[src/rtl/dat_walk_pkg.sv]
package dat_walk_pkg;

  localparam int unsigned VA_W     = 64;
  localparam int unsigned PG_SHIFT = 12;
  localparam int unsigned LVL_W    = 2;
  localparam int unsigned CODE_W   = 8;

  typedef enum logic [CODE_W-1:0] {
    XC_NONE  = 8'h00,
    XC_PROT  = 8'h04,
    XC_SEG   = 8'h10,
    XC_PAGE  = 8'h11,
    XC_SPEC  = 8'h12,
    XC_RANGE = 8'h38,
    XC_RGN1  = 8'h39,
    XC_RGN2  = 8'h3a,
    XC_RGN3  = 8'h3b
  } xcode_e;

  typedef enum logic [1:0] {
    ACC_READ  = 2'd0,
    ACC_STORE = 2'd1,
    ACC_FETCH = 2'd2,
    ACC_RSVD  = 2'd3
  } acc_e;

  typedef enum logic [1:0] {
    ST_IDLE,
    ST_ISSUE,
    ST_WAIT,
    ST_DONE
  } walk_st_e;

  // Translation fault of a table level
  function automatic xcode_e lvl_code(input logic [LVL_W-1:0] lvl);
    case (lvl)
      2'd0:    return XC_SEG;
      2'd1:    return XC_RGN3;
      2'd2:    return XC_RGN2;
      default: return XC_RGN1;
    endcase
  endfunction

  // Byte offset of the entry in a level's table
  function automatic logic [VA_W-1:0] tbl_offset(input logic [VA_W-1:0] v,
                                                 input logic [LVL_W-1:0] lvl);
    case (lvl)
      2'd0:    return (v >> 17) & 64'h3ff8;
      2'd1:    return (v >> 28) & 64'h3ff8;
      2'd2:    return (v >> 39) & 64'h3ff8;
      default: return (v >> 50) & 64'h3ff8;
    endcase
  endfunction

  // Two-bit window index checked against a region entry
  function automatic logic [1:0] win_idx(input logic [VA_W-1:0] v,
                                         input logic [LVL_W-1:0] lvl);
    case (lvl)
      2'd0:    return v[18:17];
      2'd1:    return v[29:28];
      2'd2:    return v[40:39];
      default: return v[51:50];
    endcase
  endfunction

endpackage

[src/rtl/dat_root_check.sv]
module dat_root_check
  import dat_walk_pkg::*;
(
  input  logic [VA_W-1:0]  vaddr,
  input  logic [VA_W-1:0]  asce,
  output logic             fault,
  output xcode_e           code,
  output logic [LVL_W-1:0] lvl,
  output logic [VA_W-1:0]  first_addr
);
  localparam int unsigned TL_W = 2;

  logic [TL_W-1:0] tl;
  logic [1:0]      top2;
  logic            range_bad;
  logic            unused_bits;

  assign lvl         = asce[3:2];
  assign tl          = asce[TL_W-1:0];
  assign unused_bits = ^{asce[11:4], vaddr[PG_SHIFT-1:0]};

  // high address bits that the start level cannot reach
  always_comb begin
    case (lvl)
      2'd3:    range_bad = 1'b0;
      2'd2:    range_bad = |vaddr[63:53];
      2'd1:    range_bad = |vaddr[63:42];
      default: range_bad = |vaddr[63:31];
    endcase
  end

  // first-level window against the table length
  always_comb begin
    case (lvl)
      2'd3:    top2 = vaddr[63:62];
      2'd2:    top2 = vaddr[52:51];
      2'd1:    top2 = vaddr[41:40];
      default: top2 = vaddr[30:29];
    endcase
  end

  always_comb begin
    fault = 1'b0;
    code  = XC_NONE;
    if (range_bad) begin
      fault = 1'b1;
      code  = XC_RANGE;
    end else if (top2 > tl) begin
      fault = 1'b1;
      code  = lvl_code(lvl);
    end
  end

  // first entry address
  assign first_addr = {asce[VA_W-1:PG_SHIFT], {PG_SHIFT{1'b0}}} + tbl_offset(vaddr, lvl);

endmodule

[src/rtl/dat_entry_check.sv]
module dat_entry_check
  import dat_walk_pkg::*;
(
  input  logic [VA_W-1:0]  ent,
  input  logic [LVL_W-1:0] lvl,
  input  logic             is_page,
  input  logic [VA_W-1:0]  vaddr,
  input  logic             edat,
  output logic             fault,
  output xcode_e           code,
  output logic             done,
  output logic [VA_W-1:0]  raddr,
  output logic             ro,
  output logic [VA_W-1:0]  next_addr,
  output logic [LVL_W-1:0] next_lvl,
  output logic             next_page
);
  localparam int unsigned B_INV_T  = 5;
  localparam int unsigned B_RO     = 9;
  localparam int unsigned B_LARGE  = 10;
  localparam int unsigned B_INV_P  = 10;
  localparam int unsigned B_RSV_P  = 11;
  localparam int unsigned SEG_ORG  = 11;
  localparam int unsigned LARGE_SH = 20;

  logic [1:0] widx;
  logic       unused_bits;

  assign widx        = win_idx(vaddr, lvl);
  assign unused_bits = ^{ent[8], ent[4], vaddr[PG_SHIFT-1:0]};

  always_comb begin
    fault     = 1'b0;
    code      = XC_NONE;
    done      = 1'b0;
    raddr     = '0;
    ro        = 1'b0;
    next_addr = '0;
    next_lvl  = lvl;
    next_page = 1'b0;
    if (is_page) begin
      // page entry decode
      if (ent[B_INV_P]) begin
        fault = 1'b1;
        code  = XC_PAGE;
      end else if (ent[B_RSV_P]) begin
        fault = 1'b1;
        code  = XC_SPEC;
      end else begin
        done  = 1'b1;
        raddr = {ent[VA_W-1:PG_SHIFT], {PG_SHIFT{1'b0}}};
        ro    = ent[B_RO];
      end
    end else if (ent[B_INV_T]) begin
      // invalid table entry
      fault = 1'b1;
      code  = lvl_code(lvl);
    end else if (ent[3:2] != lvl) begin
      fault = 1'b1;
      code  = XC_SPEC;
    end else if (lvl == '0) begin
      ro = ent[B_RO];
      if (ent[B_LARGE] && edat) begin
        // 1 MB frame
        done  = 1'b1;
        raddr = {ent[VA_W-1:LARGE_SH], vaddr[LARGE_SH-1:PG_SHIFT], {PG_SHIFT{1'b0}}};
      end else begin
        next_addr = {ent[VA_W-1:SEG_ORG], {SEG_ORG{1'b0}}}
                  + {{(VA_W-11){1'b0}}, vaddr[19:12], 3'b000};
        next_page = 1'b1;
      end
    end else if ((widx < ent[7:6]) || (widx > ent[1:0])) begin
      // next table window
      fault = 1'b1;
      code  = lvl_code(lvl - 2'd1);
    end else begin
      ro        = edat & ent[B_RO];
      next_lvl  = lvl - 2'd1;
      next_addr = {ent[VA_W-1:PG_SHIFT], {PG_SHIFT{1'b0}}} + tbl_offset(vaddr, lvl - 2'd1);
    end
  end

endmodule

[src/rtl/dat_tec_build.sv]
module dat_tec_build
  import dat_walk_pkg::*;
(
  input  logic [VA_W-1:0] vaddr,
  input  acc_e            kind,
  input  logic [1:0]      space,
  input  xcode_e          code,
  output logic [VA_W-1:0] tec
);
  localparam logic [VA_W-1:0] FS_LOAD  = 64'h800;
  localparam logic [VA_W-1:0] FS_STORE = 64'h400;
  localparam logic [VA_W-1:0] PROT_BIT = 64'h4;

  logic unused_bits;
  assign unused_bits = ^vaddr[PG_SHIFT-1:0];

  // exception word
  always_comb begin
    if (code == XC_NONE) begin
      tec = '0;
    end else begin
      tec = {vaddr[VA_W-1:PG_SHIFT], {PG_SHIFT{1'b0}}}
          | ((kind == ACC_STORE) ? FS_STORE : FS_LOAD)
          | ((code == XC_PROT) ? PROT_BIT : '0)
          | {{(VA_W-2){1'b0}}, space};
    end
  end

endmodule

[src/rtl/dat_walker.sv]
module dat_walker
  import dat_walk_pkg::*;
(
  input  logic              clk,
  input  logic              rst_n,
  input  logic              dat_on,
  input  logic              edat_on,
  input  logic              req_valid,
  output logic              req_ready,
  input  logic [VA_W-1:0]   req_vaddr,
  input  logic [1:0]        req_kind,
  input  logic [1:0]        req_space,
  input  logic [VA_W-1:0]   req_asce,
  output logic              mem_req_valid,
  input  logic              mem_req_ready,
  output logic [VA_W-1:0]   mem_req_addr,
  input  logic              mem_rsp_valid,
  input  logic [VA_W-1:0]   mem_rsp_data,
  output logic              res_valid,
  input  logic              res_ready,
  output logic [VA_W-1:0]   res_raddr,
  output logic [CODE_W-1:0] res_code,
  output logic [VA_W-1:0]   res_tec
);
  localparam int unsigned B_REAL = 5;

  walk_st_e         st_q;
  logic [VA_W-1:0]  va_q, addr_q, raddr_q;
  acc_e             kind_q;
  logic [1:0]       space_q;
  logic [LVL_W-1:0] lvl_q;
  logic             pte_q, edat_q, wr_ok_q;
  xcode_e           code_q;

  logic [VA_W-1:0]  req_va_al;
  logic             rc_fault;
  xcode_e           rc_code;
  logic [LVL_W-1:0] rc_lvl;
  logic [VA_W-1:0]  rc_addr;

  logic             ec_fault, ec_done, ec_ro, ec_next_page;
  xcode_e           ec_code;
  logic [VA_W-1:0]  ec_raddr, ec_next_addr;
  logic [LVL_W-1:0] ec_next_lvl;
  logic             wr_next;
  logic             unused_bits;

  assign req_va_al   = {req_vaddr[VA_W-1:PG_SHIFT], {PG_SHIFT{1'b0}}};
  assign unused_bits = ^req_vaddr[PG_SHIFT-1:0];

  dat_root_check u_root (
    .vaddr      (req_va_al),
    .asce       (req_asce),
    .fault      (rc_fault),
    .code       (rc_code),
    .lvl        (rc_lvl),
    .first_addr (rc_addr)
  );

  dat_entry_check u_entry (
    .ent       (mem_rsp_data),
    .lvl       (lvl_q),
    .is_page   (pte_q),
    .vaddr     (va_q),
    .edat      (edat_q),
    .fault     (ec_fault),
    .code      (ec_code),
    .done      (ec_done),
    .raddr     (ec_raddr),
    .ro        (ec_ro),
    .next_addr (ec_next_addr),
    .next_lvl  (ec_next_lvl),
    .next_page (ec_next_page)
  );

  dat_tec_build u_tec (
    .vaddr (va_q),
    .kind  (kind_q),
    .space (space_q),
    .code  (code_q),
    .tec   (res_tec)
  );

  assign wr_next       = wr_ok_q & ~ec_ro;
  assign req_ready     = (st_q == ST_IDLE);
  assign mem_req_valid = (st_q == ST_ISSUE);
  assign mem_req_addr  = addr_q;
  assign res_valid     = (st_q == ST_DONE);
  assign res_raddr     = raddr_q;
  assign res_code      = code_q;

  always_ff @(posedge clk or negedge rst_n) begin
    if (!rst_n) begin
      st_q    <= ST_IDLE;
      va_q    <= '0;
      addr_q  <= '0;
      raddr_q <= '0;
      kind_q  <= ACC_READ;
      space_q <= '0;
      lvl_q   <= '0;
      pte_q   <= 1'b0;
      edat_q  <= 1'b0;
      wr_ok_q <= 1'b1;
      code_q  <= XC_NONE;
    end else begin
      case (st_q)
        ST_IDLE: begin
          if (req_valid) begin
            va_q    <= req_va_al;
            kind_q  <= acc_e'(req_kind);
            space_q <= req_space;
            edat_q  <= edat_on;
            wr_ok_q <= 1'b1;
            pte_q   <= 1'b0;
            if (!dat_on || req_asce[B_REAL]) begin
              // direct mapping
              raddr_q <= req_va_al;
              code_q  <= XC_NONE;
              st_q    <= ST_DONE;
            end else if (rc_fault) begin
              raddr_q <= '0;
              code_q  <= rc_code;
              st_q    <= ST_DONE;
            end else begin
              addr_q <= rc_addr;
              lvl_q  <= rc_lvl;
              st_q   <= ST_ISSUE;
            end
          end
        end
        ST_ISSUE: begin
          if (mem_req_ready) st_q <= ST_WAIT;
        end
        ST_WAIT: begin
          if (mem_rsp_valid) begin
            if (ec_fault) begin
              raddr_q <= '0;
              code_q  <= ec_code;
              st_q    <= ST_DONE;
            end else if (ec_done) begin
              wr_ok_q <= wr_next;
              st_q    <= ST_DONE;
              if (kind_q == ACC_STORE && !wr_next) begin
                // store without write permission
                raddr_q <= '0;
                code_q  <= XC_PROT;
              end else begin
                raddr_q <= ec_raddr;
                code_q  <= XC_NONE;
              end
            end else begin
              wr_ok_q <= wr_next;
              addr_q  <= ec_next_addr;
              lvl_q   <= ec_next_lvl;
              pte_q   <= ec_next_page;
              st_q    <= ST_ISSUE;
            end
          end
        end
        default: begin
          if (res_ready) st_q <= ST_IDLE;
        end
      endcase
    end
  end

  a_r1_res_hold: assert property (@(posedge clk) disable iff (!rst_n)
    res_valid && !res_ready |=> res_valid && $stable(res_raddr) && $stable(res_code)
                                && $stable(res_tec));

  a_r12_mem_hold: assert property (@(posedge clk) disable iff (!rst_n)
    mem_req_valid && !mem_req_ready |=> mem_req_valid && $stable(mem_req_addr));

  a_r12_single: assert property (@(posedge clk) disable iff (!rst_n)
    mem_req_valid && mem_req_ready |=> !mem_req_valid);

  a_r11_prot_word: assert property (@(posedge clk) disable iff (!rst_n)
    res_valid && res_code == XC_PROT |-> res_tec[2] && res_tec[10] && !res_tec[11]);

  a_r11_ok_zero: assert property (@(posedge clk) disable iff (!rst_n)
    res_valid && res_code == XC_NONE |-> res_tec == '0);

  a_r10_store_perm: assert property (@(posedge clk) disable iff (!rst_n)
    res_valid && res_code == XC_NONE && kind_q == ACC_STORE |-> wr_ok_q);

endmodule

[config.mk]
export PLATFORM = sky130hd
export DESIGN_NAME = dat_walker
export DESIGN_NICKNAME = d
export VERILOG_FILES = /design/src/rtl/dat_walk_pkg.sv /design/src/rtl/dat_root_check.sv /design/src/rtl/dat_entry_check.sv /design/src/rtl/dat_tec_build.sv /design/src/rtl/dat_walker.sv
export SDC_FILE = /design/constraint.sdc
export NUM_CORES = 1
export LEC_CHECK = 0
export BUFFER_PORTS_ARGS = -buffer_cell sky130_fd_sc_hd__clkbuf_2
export CORE_AREA = 2 2 159 161
export CTS_BUF_LIST = sky130_fd_sc_hd__clkbuf_4
export DETAILED_ROUTE_END_ITERATION = 16
export DIE_AREA = 0 0 161 163
export GPL_ROUTABILITY_DRIVEN = 0
export HOLD_SLACK_MARGIN = 0.05
export PLACE_DENSITY_LB_ADDON = 0.08
export SLEW_MARGIN = 20
export SYNTH_ARGS = -nofsm -noshare
export SYNTH_HDL_FRONTEND = slang
export SYNTH_SLANG_ARGS = --single-unit
[constraint.sdc]
create_clock -name clk -period 6.02 [get_ports clk]
set_clock_uncertainty 0.05 [all_clocks]
set_input_delay 0.602 -clock clk [delete_from_list [all_inputs] [get_ports clk]]
set_output_delay 0.602 -clock clk [all_outputs]
set_load 0.02 [all_outputs]
Word-level counts from Yosys, hierarchy flattened
Cells that the tools add are included.
Storage, ports and cells
  memories: 0
  output and inout bits: 203
  word-level logic and storage cells: 193
  RAM bits: 0
  bits in read-only memories: 0
  bits in registers: 199
  input bits: 204
  latch bits: 0
Cells by class
  reduce and logical (&&, ||, !) cells: 23
  equal/unequal tests: 27
  bitwise gates (word level): 6
  divide/modulo/power cells: 0
  add/sub/neg operators: 4
  mux-type cells: 119
  multiply operators: 0
  shift-type cells: 0
  $lt $le $gt $ge: 3
Operators by type and width (count)
  $mux W64: 32
  $pmux W64 S2: 2
  $or A64 B64 Y64: 2
  $mux W8: 14
  $pmux W14 S3: 2
  $add A64 B11 Y64: 1
  $add A64 B14 Y64: 1
  $add A64 B64 Y64: 1
  $or A64 B2 Y64: 1
  $pmux W6 S3: 3
  $mux W2: 19
  $mux W1: 35
  $reduce_or A33 Y1: 1
  $ne A2 B2 Y1 const B: 11
  $reduce_or A22 Y1: 1
  $pmux W2 S3: 3
  $pmux W8 S2: 1
  $eq A2 B2 Y1 const B: 6
  $mux W12: 1
  $reduce_and A12 Y1: 1
  $reduce_or A11 Y1: 1
  $eq A2 B1 Y1 const B: 5
  $reduce_and A5 Y1: 2
  $eq A8 B3 Y1 const B: 1
  24 further kinds: 35

Logic depth before layout (Yosys ltp)
  depth in word-level cells: 19
  depth in mapped cells: 18
  mapped depth without buffers: 15

Cells and area by module
Synthesis repeated with hierarchy kept, for this count alone.
Unflattened totals
  cells, all modules: 1657
  area, all modules: 13989.7 µm²
By module, submodules not included
  dat_walker: sequential area each 4981.0 µm², area an instance 8489.4 µm², cells each 842, instances 1
  dat_entry_check: sequential area each 0.0 µm², area an instance 2894.0 µm², cells each 476, instances 1
  dat_root_check: sequential area each 0.0 µm², area an instance 1742.9 µm², cells each 258, instances 1
  dat_tec_build: sequential area each 0.0 µm², area an instance 863.3 µm², cells each 81, instances 1

Worst setup path before layout
Ideal clock, no wire load.
  path kind: register to register
  start: register lvl_q[0]
  end: register addr_q[58] (netlist: mem_req_addr[58])
  setup slack: 1.654 ns
  cell stages (with the launch flop): 19
  clock period less this slack: 4.366 ns
  data required time: 5.849 ns
  path buffers: 3
  library setup time: 0.121 ns
  arrival: 4.194 ns
  path through: dfrtp_1 inv_1 ha_1 clkbuf_1 a22o_1 a211oi_1 a21oi_1 ha_1 inv_1 fa_1 and4b_1 nand4_1 or4_4 buf_6 or3_1 buf_2 o311ai_2 o41ai_1 o22a_1
Between the ends
  cells in the longest elaborated chain, start to end: 18
  elaborated cells between the ends (all ways): 40
  classes of those cells: add/sub: 2; order compare: 2; eq/ne: 7; mux: 25; reduce/logical: 4
RTL lines
  start, declared: line dat_walker.sv:31  | logic [LVL_W-1:0] lvl_q;
  start signal, assigned: line dat_walker.sv:126  | lvl_q <= rc_lvl;
  start signal, assigned: line dat_walker.sv:154  | lvl_q <= ec_next_lvl;
  $sub A2 B1 Y2: line dat_entry_check.sv:79  | next_addr = {ent[VA_W-1:PG_SHIFT], {PG_SHIFT{1'b0}}} + tbl_offset(vaddr, lvl - 2'd1);
  $eq A2 B2 Y1, or another cell as far along: line dat_walk_pkg.sv:47  | case (lvl)
  $pmux W14 S3: line dat_walk_pkg.sv:47
  $mux W64: line dat_entry_check.sv:72  | end else if ((widx < ent[7:6]) || (widx > ent[1:0])) begin
  $mux W64: line dat_entry_check.sv:61  | end else if (lvl == '0) begin
  $mux W64: line dat_entry_check.sv:58  | end else if (ent[3:2] != lvl) begin
  $mux W64: line dat_entry_check.sv:54  | end else if (ent[B_INV_T]) begin
  $mux W64: line dat_entry_check.sv:41  | if (is_page) begin
  (+2 left out)
  $mux W64: line dat_entry_check.sv:61
  $mux W64: line dat_entry_check.sv:58
  $mux W64: line dat_entry_check.sv:54
  $mux W64: line dat_entry_check.sv:41
  $mux W64: line dat_walker.sv:140  | end else if (ec_done) begin
  $mux W64: line dat_walker.sv:136  | if (ec_fault) begin
  $mux W64: line dat_walker.sv:135  | if (mem_rsp_valid) begin
  $pmux W64 S2: line dat_walker.sv:106  | case (st_q)
  end signal, assigned: line dat_walker.sv:125  | addr_q <= rc_addr;
  end signal, assigned: line dat_walker.sv:153  | addr_q <= ec_next_addr;
  end, declared: line dat_walker.sv:28  | logic [VA_W-1:0] va_q, addr_q, raddr_q;
Parallel ways exist; a longest one is shown, timed or not. The select of a mux whose other input is x is not followed.
A chain may end at the register's enable or synchronous reset.

Worst setup path in the final report
  start: register lvl_q[0]
  end: register addr_q[60] (netlist: mem_req_addr[60])
The elaborated chain is that of the path after synthesis.

==> metrics.md <==
| Metric | Value |
|---|---|
| Outcome | `finished, final reports clean` |
| Final hold violations | `0` |
| Final worst slack | `0.903 ns` |
| Sequential share of power | `30.7%` |
| Final setup viols | `0` |
| CTS Hold Bufs | `1` |
| Setup Slack @ Placement | `1.05 ns` |
| Fraction of layout cells with a size suffix above 1 | `28.5%` |
| Total Neg Setup Slack | `0 ns` |
| CP arrival | `5.59 ns` |
| PwrDens | `485 nW/um^2` |
| Initial cell density of the core | `49.0%` |
| Setup CP Type | `reg2reg` |
| Reg-to-reg startpoint | `lvl_q[0]$_DFFE_PN0P_` |
| RSZ-0062 raised after global routing | `no` |
| Detailed Routing Iterations Pass 1 | `9` |
| Number of global-route vias before repair | `11800` |
| Slew HR | `21.7%` |
| Yosys cell types | `71` |
| Setup crit start | `lvl_q[0]$_DFFE_PN0P_` |
| Peak VDD IR | `0.314 mV` |
| Min-delay worst type | `in2reg` |
| Reg2reg path depth | `15` |
| R2r setup slk | `0.90 ns` |
| P&R area growth vs syn | `19.4%` |
| Synth Flop Type | `dfrtp_1` |
| CP max stage delay | `0.64 ns` |
| Grt total ovfl | `0` |
| Worst-path clk slew | `0.22 ns` |
| Post_cts resized | `0` |
| Top cells by area, synth | `dfrtp_1, o21ai_0, mux2_2` |
| Register bit total from synthesis | `181` |
| Largest net degree at the start of global routing | `106` |
| Post-synth top area cell | `dfrtp_1` |
| Clock power frac | `11.8%` |
| Synth top area share | `37.3%` |
| Period utilization | `85.0%` |
| Wire length per cell | `22.8 um` |
| Fin crit period | `5.12 ns` |
| IO buf count | `361` |
| Final Cell Area | `14400 um^2` |
| Initial DRC count | `1534` |
| Critical path cell sequence | `inv_1 > ha_1 > a22o_1 > a211oi_1 > a21oi_1 > ha_1 > inv_1 > fa_1 > and4b_1 > nand4_1 > or4_4 > or3_1 > o311ai_2 > o41ai_1 > o22a_1` |
| CTS tree | `yes` |
| Max Fclk | `195 MHz` |
| Clk buf depth | `2` |
| # DRC | `0` |
| Crit end category | `register` |
| Die width | `161 um` |
| Nets@finish | `1950` |
| FP Rows | `58` |
| Critical hold path startpoint | `req_kind[0]` |
| CP max FO | `12` |
| DP HPWL | `35.4 mm` |
| Post-CTS Setup Bufs | `0` |
| CP Data Required Time | `6.49 ns` |
| Startpoint Class | `register` |
| Post-Syn Instances | `1420` |
| Clk sinks | `181` |
| Synthesized area | `12100 um^2` |
| EDFF count, synth | `0` |
| Hold WS | `0.126 ns` |
| Final core utilization | `58.5%` |
| Initial antenna violation count | `1` |
| Avg Cell Area, Syn | `8.51 um^2` |
| Via-per-instance ratio | `6.21` |
| Sw Ratio | `52.1%` |
| Num CTS Buffers | `17` |
| IO Pins | `407` |
| Hold Path End | `kind_q[0]$_DFFE_PN0P_` |
| Routed Antenna Nets | `0` |
| Ys Warns | `0` |
| Ys async rst share | `100%` |
| Die area | `26200 um^2` |
| Comb power frac | `57.6%` |
| FF-to-FF End | `mem_req_addr[60]$_DFFE_PN0P_` |
| Routed wire length | `47.2 mm` |
| Seq/Total Area, Yosys | `37.5%` |
| Max-slew violations | `0` |
| Die Ht | `163 um` |
| Pleak | `0.00644 uW` |
| Sw power | `3640 uW` |
| Vias after detailed routing | `12800` |
| Gr usage total | `35.4%` |
| Worst-Margin Slew | `1.17 ns` |
| Pint | `3350 uW` |
| Maxcap violations | `0` |
| CP max stage cell | `or4_4` |
| Hold Path Depth | `2` |
| Worst-Skew Late Latency | `0.63 ns` |
| CORE AREA | `24700 um^2` |
| First-pass GRT wire length | `70.8 mm` |
| CTS root buffer | `clkbuf_4` |
| Placement Cell Area | `14100 um^2` |
| Htree depth | `4` |
[metal layers]
metal	routed length, um	vias up	track usage (%)
met5	0	-	0
met4	1820	0	14.7
met3	4930	119	7.94
met2	21300	779	54.2
met1	19200	6137	48.5
li1	-	5802	-
[worst max-delay path: cells and delay by family, from the launching register on]
family                     cells  cell delay, ns
AOI/OAI and AO/OA              6            1.13
adders and majority gates      3            1.16
buffers and inverters          2            0.26
DFF                            1            0.54
and+or+nand+nor                4            1.85
[worst max path at each step]
stage                     slack, ns                            to
after detailed placement       1.05  mem_req_addr[60]$_DFFE_PN0P_
after CTS                      1.02  mem_req_addr[60]$_DFFE_PN0P_
after global routing           0.68  mem_req_addr[58]$_DFFE_PN0P_
after global placement         1.12  mem_req_addr[60]$_DFFE_PN0P_
after floorplan                1.65  mem_req_addr[58]$_DFFE_PN0P_
final                          0.90  mem_req_addr[60]$_DFFE_PN0P_
[state kept, by name, indices dropped and copies added (netlist names)]
signal,count
pte_q,1
res_raddr,52
edat_q,1
mem_req_addr,61
wr_ok_q,1
lvl_q,2
res_code,5
kind_q,2
space_q,2
st_q,2
va_q,52
[synthesized netlist by cell type, drive strengths merged (23+ instances only)]
cell type,number
dfrtp,180
nand2,161
o21ai,129
nor2,113
clkbuf,90
a21oi,81
nor2b,60
a22oi,59
mux2,56
nand3,35
inv,34
buf,32
nor3,32
a222oi,31
xnor2,31
xor2,27
nand4,26
nor4,26
a31oi,23
[cells by family after synthesis]
group           count (synthesis)  synth area share, %
compound gates                423                 23.3
xor+xnor                       58                 4.21
fa+ha+maj                      24                 2.61
buf+inv                       156                 5.77
flops                         181                 37.5
mux                            57                 5.30
other cells                     1               0.0310
simple gates                  520                 21.3
[placed cells by master, fill, tap and decap left out, types with 17 or more instances in the layout]
master	count
a21oi_1	81
a222oi_1	31
a22oi_1	59
a31oi_1	23
buf_4	19
clkbuf_2	360
clkbuf_4	17
conb_1	24
dfrtp_1	180
ha_1	22
inv_1	34
mux2_2	56
nand2_1	161
nand3_1	35
nand4_1	26
nor2_1	110
nor2b_1	60
nor3_1	32
nor4_1	24
o21ai_0	126
xnor2_1	31
xor2_1	27
[per-stage QoR]
step                power (uW)  std cells
floorplan                 4660       1443
global placement          6040       2031
detailed placement        6110       2032
CTS                       6940       2065
global route              7430       2066
finish                    7000       2066
[power by group through the flow]
stage | clock network (uW) | logic (uW) | registers [uW]
2_1_floorplan | 0 | 2230 | 2430
3_3_place_gp | 0 | 3910 | 2140
3_5_place_dp | 0 | 3960 | 2160
4_1_cts | 835 | 3970 | 2130
5_1_grt | 886 | 4330 | 2210
6_report | 825 | 4030 | 2140
[layout make-up]
cell class                 instances  area [um^2]
multi-input combinational       1106         7010
timing repair buffer             382         1990
inverter                          34          128
tap                              330          413
fill                            2379        10300
clock buffer                      17          128
sequential                       181         4530
antenna                            1         2.50
clock inverter                    15          223
Power figures use the tool's default switching activity.
